--- src/rtl/lsm_pkg.sv ---
package lsm_pkg;

  typedef enum logic [1:0] {
    ST_IDLE = 2'd0,
    ST_LEAK = 2'd1,
    ST_MEAN = 2'd2
  } lsm_state_e;

  // Averaging length as used by the divider: zero is promoted to one.
  function automatic logic [7:0] lsm_len_fix(input logic [7:0] raw);
    return (raw == 8'd0) ? 8'd1 : raw;
  endfunction

endpackage

--- src/rtl/lsm_seq_div.sv ---
module lsm_seq_div #(
  parameter int DVD_W = 32,
  parameter int DVS_W = 8
) (
  input  logic             clk,
  input  logic             rst_n,
  input  logic             start,
  input  logic [DVD_W-1:0] dividend,
  input  logic [DVS_W-1:0] divisor,
  output logic             busy,
  output logic             done,
  output logic [DVD_W-1:0] quotient
);
  localparam int CNT_W  = $clog2(DVD_W + 1);
  localparam int PROD_W = DVD_W + DVS_W;

  logic [DVD_W-1:0] quo_q, dvd_q;
  logic [DVS_W-1:0] rem_q, dvs_q;
  logic [CNT_W-1:0] cnt_q;
  logic             busy_q, done_q;

  logic [DVS_W:0]   shifted, diff;
  logic             take_bit;
  logic [DVS_W-1:0] rem_nx;

  always_comb begin
    shifted  = {rem_q, quo_q[DVD_W-1]};
    diff     = shifted - {1'b0, dvs_q};
    take_bit = (shifted >= {1'b0, dvs_q});
    rem_nx   = take_bit ? diff[DVS_W-1:0] : shifted[DVS_W-1:0];
  end

  always_ff @(posedge clk or negedge rst_n) begin
    if (!rst_n) begin
      quo_q  <= '0;
      dvd_q  <= '0;
      rem_q  <= '0;
      dvs_q  <= '0;
      cnt_q  <= '0;
      busy_q <= 1'b0;
      done_q <= 1'b0;
    end else begin
      done_q <= 1'b0;
      if (start && !busy_q) begin
        quo_q  <= dividend;
        dvd_q  <= dividend;
        dvs_q  <= divisor;
        rem_q  <= '0;
        cnt_q  <= CNT_W'(DVD_W);
        busy_q <= 1'b1;
      end else if (busy_q) begin
        quo_q <= {quo_q[DVD_W-2:0], take_bit};
        rem_q <= rem_nx;
        cnt_q <= cnt_q - 1'b1;
        if (cnt_q == CNT_W'(1)) begin
          busy_q <= 1'b0;
          done_q <= 1'b1;
        end
      end
    end
  end

  assign busy     = busy_q;
  assign done     = done_q;
  assign quotient = quo_q;

  logic [PROD_W-1:0] prod_lo, prod_hi, dvd_ext;
  always_comb begin
    dvd_ext = PROD_W'(dvd_q);
    prod_lo = PROD_W'(quo_q) * PROD_W'(dvs_q);
    prod_hi = prod_lo + PROD_W'(dvs_q);
  end

  // the quotient handed out is the exact truncated division
  a_r2_div_exact: assert property (@(posedge clk) disable iff (!rst_n)
    done_q |-> (prod_lo <= dvd_ext) && (prod_hi > dvd_ext));

  // a division is never started with a zero divisor
  a_r4_div_nonzero: assert property (@(posedge clk) disable iff (!rst_n)
    (start && !busy_q) |-> (divisor != '0));

endmodule

--- src/rtl/lsm_conv_tick.sv ---
module lsm_conv_tick #(
  parameter int PERIOD = 2000
) (
  input  logic clk,
  input  logic rst_n,
  output logic tick
);
  localparam int CNT_W = (PERIOD > 1) ? $clog2(PERIOD) : 1;

  logic [CNT_W-1:0] cnt_q;
  logic             tick_q;
  logic             wrap;

  assign wrap = (cnt_q == CNT_W'(PERIOD - 1));

  always_ff @(posedge clk or negedge rst_n) begin
    if (!rst_n) begin
      cnt_q  <= '0;
      tick_q <= 1'b0;
    end else begin
      cnt_q  <= wrap ? '0 : cnt_q + 1'b1;
      tick_q <= wrap;
    end
  end

  assign tick = tick_q;

  generate
    if (PERIOD > 1) begin : g_single
      // the start pulse is one cycle wide
      a_r7_single_pulse: assert property (@(posedge clk) disable iff (!rst_n)
        tick_q |=> !tick_q);
    end
  endgenerate

endmodule

--- src/rtl/lsm_hold.sv ---
module lsm_hold #(
  parameter int W = 12
) (
  input  logic         clk,
  input  logic         rst_n,
  input  logic         push,
  input  logic         pop,
  input  logic [W-1:0] din,
  output logic         full,
  output logic [W-1:0] dout
);
  logic         full_q;
  logic [W-1:0] data_q;

  always_ff @(posedge clk or negedge rst_n) begin
    if (!rst_n) begin
      full_q <= 1'b0;
      data_q <= '0;
    end else if (push) begin
      full_q <= 1'b1;
      data_q <= din;
    end else if (pop) begin
      full_q <= 1'b0;
    end
  end

  assign full = full_q;
  assign dout = data_q;

  // a held sample stays put until the engine takes it
  a_r6_keep: assert property (@(posedge clk) disable iff (!rst_n)
    (full_q && !pop && !push) |=> (full_q && $stable(data_q)));

  // never overwrite a sample that has not been taken
  a_r6_no_overwrite: assert property (@(posedge clk) disable iff (!rst_n)
    push |-> (!full_q || pop));

endmodule

--- src/rtl/adc_leaky_smoother.sv ---
module adc_leaky_smoother #(
  parameter int SAMPLE_W    = 15,
  parameter int RES_W       = 12,
  parameter int ACC_W       = 32,
  parameter int N_W         = 8,
  parameter int N_RESET     = 32,
  parameter int CONV_PERIOD = 2000
) (
  input  logic                clk,
  input  logic                rst_n,
  input  logic                in_valid,
  output logic                in_ready,
  input  logic [SAMPLE_W-1:0] in_data,
  input  logic                n_wr,
  input  logic [N_W-1:0]      n_wdata,
  output logic [ACC_W-1:0]    avg_out,
  output logic                avg_done,
  output logic                conv_start
);
  import lsm_pkg::*;

  localparam int SHIFT   = SAMPLE_W - RES_W;
  localparam int BOUND_W = N_W + RES_W;

  // Sample intake
  logic             push, pop, hold_full;
  logic [RES_W-1:0] sample_in, hold_data;
  lsm_state_e       state_q;

  assign sample_in = in_data[SAMPLE_W-1:SHIFT];
  assign pop       = (state_q == ST_IDLE) && hold_full;
  assign in_ready  = !hold_full || pop;
  assign push      = in_valid && in_ready;

  lsm_hold #(.W(RES_W)) hold_i (
    .clk   (clk),
    .rst_n (rst_n),
    .push  (push),
    .pop   (pop),
    .din   (sample_in),
    .full  (hold_full),
    .dout  (hold_data)
  );

  // Averaging length register
  logic [N_W-1:0] n_reg_q, n_cur_q;

  always_ff @(posedge clk or negedge rst_n) begin
    if (!rst_n) n_reg_q <= N_W'(N_RESET);
    else if (n_wr) n_reg_q <= n_wdata;
  end

  // Update engine
  logic [ACC_W-1:0] acc_q, acc_nx, avg_q;
  logic [RES_W-1:0] s_cur_q;
  logic             avg_done_q;
  logic             div_start, div_busy, div_done;
  logic [ACC_W-1:0] div_dvd, div_quo;

  assign acc_nx = acc_q - div_quo + ACC_W'(s_cur_q);

  always_comb begin
    div_start = 1'b0;
    div_dvd   = acc_q;
    if (pop) begin
      div_start = 1'b1;
    end else if (state_q == ST_LEAK && div_done) begin
      div_start = 1'b1;
      div_dvd   = acc_nx;
    end
  end

  logic [N_W-1:0] div_dvs;
  assign div_dvs = pop ? lsm_len_fix(n_reg_q) : n_cur_q;

  lsm_seq_div #(.DVD_W(ACC_W), .DVS_W(N_W)) div_i (
    .clk      (clk),
    .rst_n    (rst_n),
    .start    (div_start),
    .dividend (div_dvd),
    .divisor  (div_dvs),
    .busy     (div_busy),
    .done     (div_done),
    .quotient (div_quo)
  );

  always_ff @(posedge clk or negedge rst_n) begin
    if (!rst_n) begin
      state_q    <= ST_IDLE;
      acc_q      <= '0;
      avg_q      <= '0;
      s_cur_q    <= '0;
      n_cur_q    <= N_W'(1);
      avg_done_q <= 1'b0;
    end else begin
      avg_done_q <= 1'b0;
      case (state_q)
        ST_IDLE: begin
          if (pop) begin
            s_cur_q <= hold_data;
            n_cur_q <= lsm_len_fix(n_reg_q);
            state_q <= ST_LEAK;
          end
        end
        ST_LEAK: begin
          if (div_done) begin
            acc_q   <= acc_nx;
            state_q <= ST_MEAN;
          end
        end
        ST_MEAN: begin
          if (div_done) begin
            avg_q      <= div_quo;
            avg_done_q <= 1'b1;
            state_q    <= ST_IDLE;
          end
        end
        default: state_q <= ST_IDLE;
      endcase
    end
  end

  assign avg_out  = avg_q;
  assign avg_done = avg_done_q;

  lsm_conv_tick #(.PERIOD(CONV_PERIOD)) tick_i (
    .clk   (clk),
    .rst_n (rst_n),
    .tick  (conv_start)
  );

  // accumulator stays below 2^(N_W+RES_W)
  a_r9_no_overflow: assert property (@(posedge clk) disable iff (!rst_n)
    (acc_q >> BOUND_W) == '0);

  // the refresh strobe is never two cycles long
  a_r3_done_single: assert property (@(posedge clk) disable iff (!rst_n)
    avg_done_q |=> !avg_done_q);

  // the output only moves together with the strobe
  a_r3_avg_stable: assert property (@(posedge clk) disable iff (!rst_n)
    !avg_done_q |-> $stable(avg_q));

  // the length in use is never zero once an update has begun
  a_r4_len_nonzero: assert property (@(posedge clk) disable iff (!rst_n)
    (state_q != ST_IDLE) |-> (n_cur_q != '0));

  // the engine never starts a division while one is running
  a_r6_no_restart: assert property (@(posedge clk) disable iff (!rst_n)
    div_start |-> !div_busy);

endmodule

--- config.mk ---
export PLATFORM = sky130hd
export DESIGN_NAME = adc_leaky_smoother
export DESIGN_NICKNAME = d
export VERILOG_FILES = /design/src/rtl/lsm_pkg.sv /design/src/rtl/lsm_seq_div.sv /design/src/rtl/lsm_conv_tick.sv /design/src/rtl/lsm_hold.sv /design/src/rtl/adc_leaky_smoother.sv
export SDC_FILE = /design/constraint.sdc
export NUM_CORES = 1
export LEC_CHECK = 0
export ABC_AREA = 1
export BUFFER_PORTS_ARGS = -buffer_cell sky130_fd_sc_hd__buf_4
export CAP_MARGIN = 20
export CORE_MARGIN = 1.5
export CORE_UTILIZATION = 30
export DETAILED_ROUTE_END_ITERATION = 16
export GPL_ROUTABILITY_DRIVEN = 0
export HOLD_SLACK_MARGIN = 0.12
export PLACE_DENSITY = 0.47
export SLEW_MARGIN = 20
export SYNTH_ARGS = -nofsm -noshare
export SYNTH_HDL_FRONTEND = slang
export SYNTH_SLANG_ARGS = --single-unit
--- constraint.sdc ---
create_clock -name clk -period 2.47 [get_ports clk]
set_input_delay 0.247 -clock clk [delete_from_list [all_inputs] [get_ports clk]]
set_output_delay 0.247 -clock clk [all_outputs]
set_load 0.05 [all_outputs]
; Word level (Yosys, flattened, before mapping)
; Cells that the tools add are included.
[totals]
regBits = 176
inputBits = 27
out_inout_bits = 35
wordCells = 73
[classes]
add_sub_neg = 5
order_cmp = 1
eq_ne = 7
n_mux = 28
n_reduce_logical = 15
[ops]
columns = operator, count
row1 = $mux W32, 4
row2 = $mux W8, 5
row3 = $add A32 B12 Y32, 1
row4 = $sub A32 B32 Y32, 1
row5 = $mux W1, 12
row6 = $mux W6, 2
row7 = $add A11 B1 Y11 const B, 1
row8 = $eq A11 B11 Y1 const B, 1
row9 = $mux W11, 1
row10 = $ge A9 B8 Y1, 1
row11 = $logic_not A8 Y1, 1
row12 = $sub A8 B8 Y8, 1
row13 = $eq A6 B1 Y1 const B, 1
row14 = $mux W2, 3
row15 = $pmux W2 S3, 1
row16 = $reduce_and A2 Y1, 3
row17 = $sub A6 B1 Y6 const B, 1
row18 = $logic_and A1 B1 Y1, 4
row19 = $ne A2 B1 Y1 const B, 2
row20 = $reduce_bool A2 Y1, 2
row21 = $reduce_and A3 Y1, 1
row22 = $eq A2 B1 Y1 const B, 1
row23 = $eq A2 B2 Y1 const B, 1
row24 = $logic_not A1 Y1, 2
row25 = 3 further kinds, 3

; Longest topological paths before layout
[logic_depth]
ltp_word = 6
mapped_depth = 18
depth_no_buf = 18

; Modules after synthesis
; From an unflattened synthesis, not the netlist that was laid out.
[hier_totals]
cells_unflattened = 1463
area_unflattened_um2 = 10815.4
[by_module_without_submodules]
columns = module, instances, cells_per_inst, area_each_um2, seq_area_each_um2
row1 = adc_leaky_smoother, 1, 987, 6811.5, 2379.8
row2 = lsm_seq_div, 1, 352, 2910.3, 1401.3
row3 = lsm_conv_tick, 1, 69, 599.3, 300.3
row4 = lsm_hold, 1, 55, 494.2, 325.3

; Least setup slack after synthesis
; OpenSTA, ideal clock, no wires.
[synth_path]
kind = register -> register
startpoint = reg state_q[1]
endpoint = reg hold_i.data_q[10], in the netlist hold_i.dout[10]
setup_time_ns = 0.125
arrival_time_ns = 2.478
required_time_ns = 2.345
slack_ns = -0.133
stages_incl_launch_ff = 5
path_buffers = 1
synth_period_minus_slack_ns = 2.603
cell_sequence = dfrtp_1 -> o21ai_0 -> nand2_1 -> buf_2 -> mux2_2
[synth_via]
elab_chain_len = 4
[synth_rtl]
columns = element, line
row1 = from (decl), adc_leaky_smoother.sv:28  ; lsm_state_e state_q;
row2 = from (signal assigned), adc_leaky_smoother.sv:89  ; state_q <= ST_IDLE;
row3 = from (signal assigned), adc_leaky_smoother.sv:102  ; state_q <= ST_LEAK;
row4 = from (signal assigned), adc_leaky_smoother.sv:108  ; state_q <= ST_MEAN;
row5 = $logic_not A2 Y1, adc_leaky_smoother.sv:31  ; assign pop = (state_q == ST_IDLE) && hold_full;
row6 = $logic_and A1 B1 Y1, adc_leaky_smoother.sv:31
row7 = $logic_or A1 B1 Y1, adc_leaky_smoother.sv:32  ; assign in_ready = !hold_full || pop;
row8 = named net in_ready, adc_leaky_smoother.sv:12  ; output logic in_ready,
row9 = $logic_and A1 B1 Y1, adc_leaky_smoother.sv:33  ; assign push = in_valid && in_ready;
row10 = to (signal assigned), lsm_hold.sv:21  ; data_q <= din;
row11 = to (decl), lsm_hold.sv:13  ; logic [W-1:0] data_q;
; The timed path passes the listed nets, and every way through them passes these cells.
; A chain may end at the register's enable or synchronous reset.

; Final worst setup path
[layout_path]
startpoint = reg s_cur_q[11]
endpoint = reg div_i.quo_q[22], in the netlist div_i.quotient[22]
[layout_via]
elab_chain_len = 4
[layout_rtl]
columns = element, line
row1 = from (decl), adc_leaky_smoother.sv:55  ; logic [RES_W-1:0] s_cur_q;
row2 = from (signal assigned), adc_leaky_smoother.sv:100  ; s_cur_q <= hold_data;
row3 = $add A32 B12 Y32, adc_leaky_smoother.sv:60  ; assign acc_nx = acc_q - div_quo + ACC_W'(s_cur_q);
row4 = $mux W32, adc_leaky_smoother.sv:67  ; end else if (state_q == ST_LEAK && div_done) begin
row5 = $mux W32, adc_leaky_smoother.sv:65  ; if (pop) begin
row6 = $mux W32, lsm_seq_div.sv:44  ; if (start && !busy_q) begin
row7 = to (signal assigned), lsm_seq_div.sv:45  ; quo_q <= dividend;
row8 = to (signal assigned), lsm_seq_div.sv:52  ; quo_q <= {quo_q[DVD_W-2:0], take_bit};
row9 = to (decl), lsm_seq_div.sv:17  ; logic [DVD_W-1:0] quo_q, dvd_q;
; No other way between the ends.

==> impl_metrics.env <==
export IMPL_status="complete, no violations"
export IMPL_clock_skew_ns=0.0114
export IMPL_crit_arrival_ns=2.85
export IMPL_synth_edff_count=0
export IMPL_async_flop_share_pct=100
export IMPL_nNetsFinal=1642
export IMPL_end_kind="flop"
export IMPL_core_um2=34500
export IMPL_critPathLaunch="s_cur_q[11]"
export IMPL_layout_commonest_cell="nand2_1"
export IMPL_ys_warnings_count=0
export IMPL_grt_pass1_vias=8776
export IMPL_drv_slew=0
export IMPL_synth_fa_ha_area_share_pct=9.88
export IMPL_synth_top_area_share_pct=41.5
export IMPL_wire_per_inst_um=13.6
export IMPL_synthCells=1386
export IMPL_remaining_drc_errors=0
export IMPL_slew_headroom_pct=60.1
export IMPL_hp_class="in -> reg"
export IMPL_r2r_start="s_cur_q[11]"
export IMPL_mostFrequentLayoutCells="nand2_1 (287), inv_1 (225), dfrtp_1 (174)"
export IMPL_slowest_stage="fa_1"
export IMPL_min_from="n_wr"
export IMPL_rsz0062_at_grt="yes"
export IMPL_die_y_um=190
export IMPL_vias_per_cell=4.48
export IMPL_cts_root_buf="clkbuf_16"
export IMPL_final_period_utilization_pct=99.9
export IMPL_synth_seq_cells=176
export IMPL_num_vias=8997
export IMPL_numCtsBuffers=17
export IMPL_cap_violations=0
export IMPL_required_ns=2.85
export IMPL_crit_path_frequent_cell="nand2_4"
export IMPL_layout_cells_non_filler=2008
export IMPL_hold_viol_final=0
export IMPL_drt_iter0_markers=448
export IMPL_syn_area_um2=10500
export IMPL_drtPass1Iterations=5
export IMPL_grt_pass1_wl_mm=44.6
export IMPL_p_per_area_nw_per_um2=1390
export IMPL_port_buffers=58
export IMPL_synth_compound_area_share_pct=11.0
export IMPL_clkSinkCount=176
export IMPL_post_route_min_period_ns=2.47
export IMPL_num_rows=68
export IMPL_synth_xor_area_share_pct=1.92
export IMPL_synth_avg_cell_area_um2=7.57
export IMPL_dieWidth_um=190
export IMPL_ant_nets=0
export IMPL_synth_simple_area_share_pct=22.8
export IMPL_synthTopCellsByArea="dfrtp_1 (42%), nand2_1 (13%), inv_1 (9.4%)"
export IMPL_cts_tree="built"
export IMPL_setup_viol_count_final=0
export IMPL_ys_types=41
export IMPL_grt_max_degree=57
export IMPL_synth_mux_area_share_pct=1.40
export IMPL_leakagePower_nw=7.01
export IMPL_seq_area_frac_synth_pct=42.0
export IMPL_start_kind="flop"
export IMPL_crit_type="reg -> reg"
export IMPL_placedCellCount=1930
export IMPL_area_growth_pct=33.5
export IMPL_clk_pin_slew_ns=0.07
export IMPL_fmax_mhz=405
export IMPL_syn_num_nets=1488
export IMPL_insertion_delay_ns=0.45
export IMPL_slowest_delay_ns=0.54
export IMPL_final_util_pct=40.6
export IMPL_initial_core_util_pct=30.4
export IMPL_n_antenna_cell=0
export IMPL_wirelength_mm=27.2
export IMPL_drive_above_1_share_pct=27.6
export IMPL_irDropWorstVdd_uv=674
export IMPL_htreeDepth=4
export IMPL_n_fill_cell=3637
export IMPL_antenna_found_initial=0
export IMPL_yosysTopAreaCell="dfrtp_1"
export IMPL_crit_fanout=4
export IMPL_synth_top_family_by_area="simple AND/OR/NAND/NOR gates"
export IMPL_dieArea_um2=36100
export IMPL_pre_cts_ws_ns=-0.196
export IMPL_ys_flop_type="dfrtp_1"
export IMPL_io_pins=62
export IMPL_hpwl_mm=19.1
export IMPL_fin_ws_ns=0.00330
export IMPL_grt_overflow=0
export IMPL_globalRouteTotalUtil_pct=15.5
export IMPL_worst_pin_slew_ns=0.597
export IMPL_clock_path_buffers=2
export IMPL_crit_chain="inv_2 -> fa_1 -> inv_2 -> ha_4 -> nand2_4 -> inv_4 -> nand2_4 -> nor3_4 -> nand2_2 -> nand2_4 -> nand2_2 -> nand2_1 -> nand2_1 -> nand3_1 -> nand3_1 -> a21oi_1"
worst max-delay path: cells and delay by family (launching register included):
family / cells / cell delay (ns)
AO/OA/AOI/OAI: 1 / 0.13
buffers and inverters: 3 / 0.19
adder cells (fa/ha/maj): 2 / 0.86
flip-flops: 1 / 0.34
AND/OR/NAND/NOR: 10 / 0.89
metal layers:
metal / track usage [%] / wire length, um / up-vias / share of wire [%]
met1: 21.4 / 13400 / 4261 / 49
li1: - / - / 4623 / -
met5: 0 / 0 / - / 0
met3: 2.99 / 732 / 14 / 2.7
met4: 3.30 / 264 / 0 / 0.97
met2: 25.3 / 12800 / 99 / 47
where the power goes:
part / internal (mW) / total [mW] / switching, mW
Sequential: 3.49 / 3.84 / 0.352
Combinational: 5.27 / 12.7 / 7.42
Clock: 1.59 / 2.89 / 1.31
Total: 10.3 / 19.4 / 9.08
registers in the layout, indices dropped and copies added (netlist names), 8 cells and up:
signal          flops
acc_q              32
avg_out            32
div_i.dvs_q         8
div_i.quotient     32
div_i.rem_q         8
hold_i.dout        12
n_cur_q             8
n_reg_q             8
s_cur_q            12
tick_i.cnt_q       11
stage by stage:
| step | power (mW) | hold slack, ns | instance area, um2 | TNS, ns |
|---|---|---|---|---|
| after global routing | 21.2 | 0.157 | 14000 | -3.05 |
| after global placement | 13.1 | 0.245 | 11900 | -4.35 |
| after detailed placement | 13.2 | 0.249 | 11900 | -5.34 |
| after floorplan | 10.3 | -0.0486 | 10500 | 0 |
| final | 19.4 | 0.151 | 14000 | 0 |
| after CTS | 17.0 | 0.128 | 13100 | -0.0164 |
cells in the mapped netlist (2+ instances only):
cell      number
nand2_1      359
buf_4          5
xor2_1         8
clkbuf_1      21
or2_2         15
o22ai_1        4
buf_2          7
o31ai_1        2
buf_1          3
and2_1        14
nor2_1       103
o211ai_1       4
xnor2_1       15
ha_1          62
o21bai_1       2
inv_1        262
fa_1          13
dfrtp_1      174
mux2_2        13
o21ai_0      119
nor4_1         3
inv_2          3
a21boi_0       2
nand3_1       68
dfstp_2        2
a31oi_1        4
nor3_1         9
a21oi_1       68
o21ai_1        6
o21a_1         5
cells by family (layout without fill, tap and decap cells):
kind of cell / Yosys count / count (layout)
AO/OA/AOI/OAI: 219 / 219
XOR/XNOR: 23 / 23
adder cells (fa/ha/maj): 75 / 75
buffers and inverters: 301 / 468
flip-flops: 176 / 176
multiplexers: 13 / 13
AND/OR/NAND/NOR: 579 / 579
final timing paths:
| check | to | slack, ns | cells after the start |
|---|---|---|---|
| max | div_i.quotient[22] | 0.003 | 16 |
| min | n_reg_q[0] | 0.15 | 2 |
| max reg2reg | div_i.quotient[22] | 0.003 | 16 |
| min reg2reg | tick_i.cnt_q[10] | 0.46 | 1 |
| max in group asynchronous | n_reg_q[5] | 1.46 | 3 |
| min in group asynchronous | div_i.quotient[18] | 0.33 | 2 |
timing repair:
| item | 4_1_cts | 5_1_grt |
|---|---|---|
| buffers inserted | 1 | 10 |
| endpoints found under the setup margin | 46 | 56 |
| hold endpoints to repair | 60 | 0 |
| hold buffers | 35 | 0 |
| pin swaps | 13 | 85 |
| gates resized for setup | 56 | 231 |
area by class of cell:
cell class	instances	area, um2	area share, %
clock buffers	19	453	3.23
clock inverters	13	169	1.21
inverters	265	1000	7.17
multi-input cells	909	5970	42.6
flip-flops and latches	176	4410	31.5
well taps	455	569	4.07
repair buffers	171	1440	10.2
(Power assumes the default switching activity.)
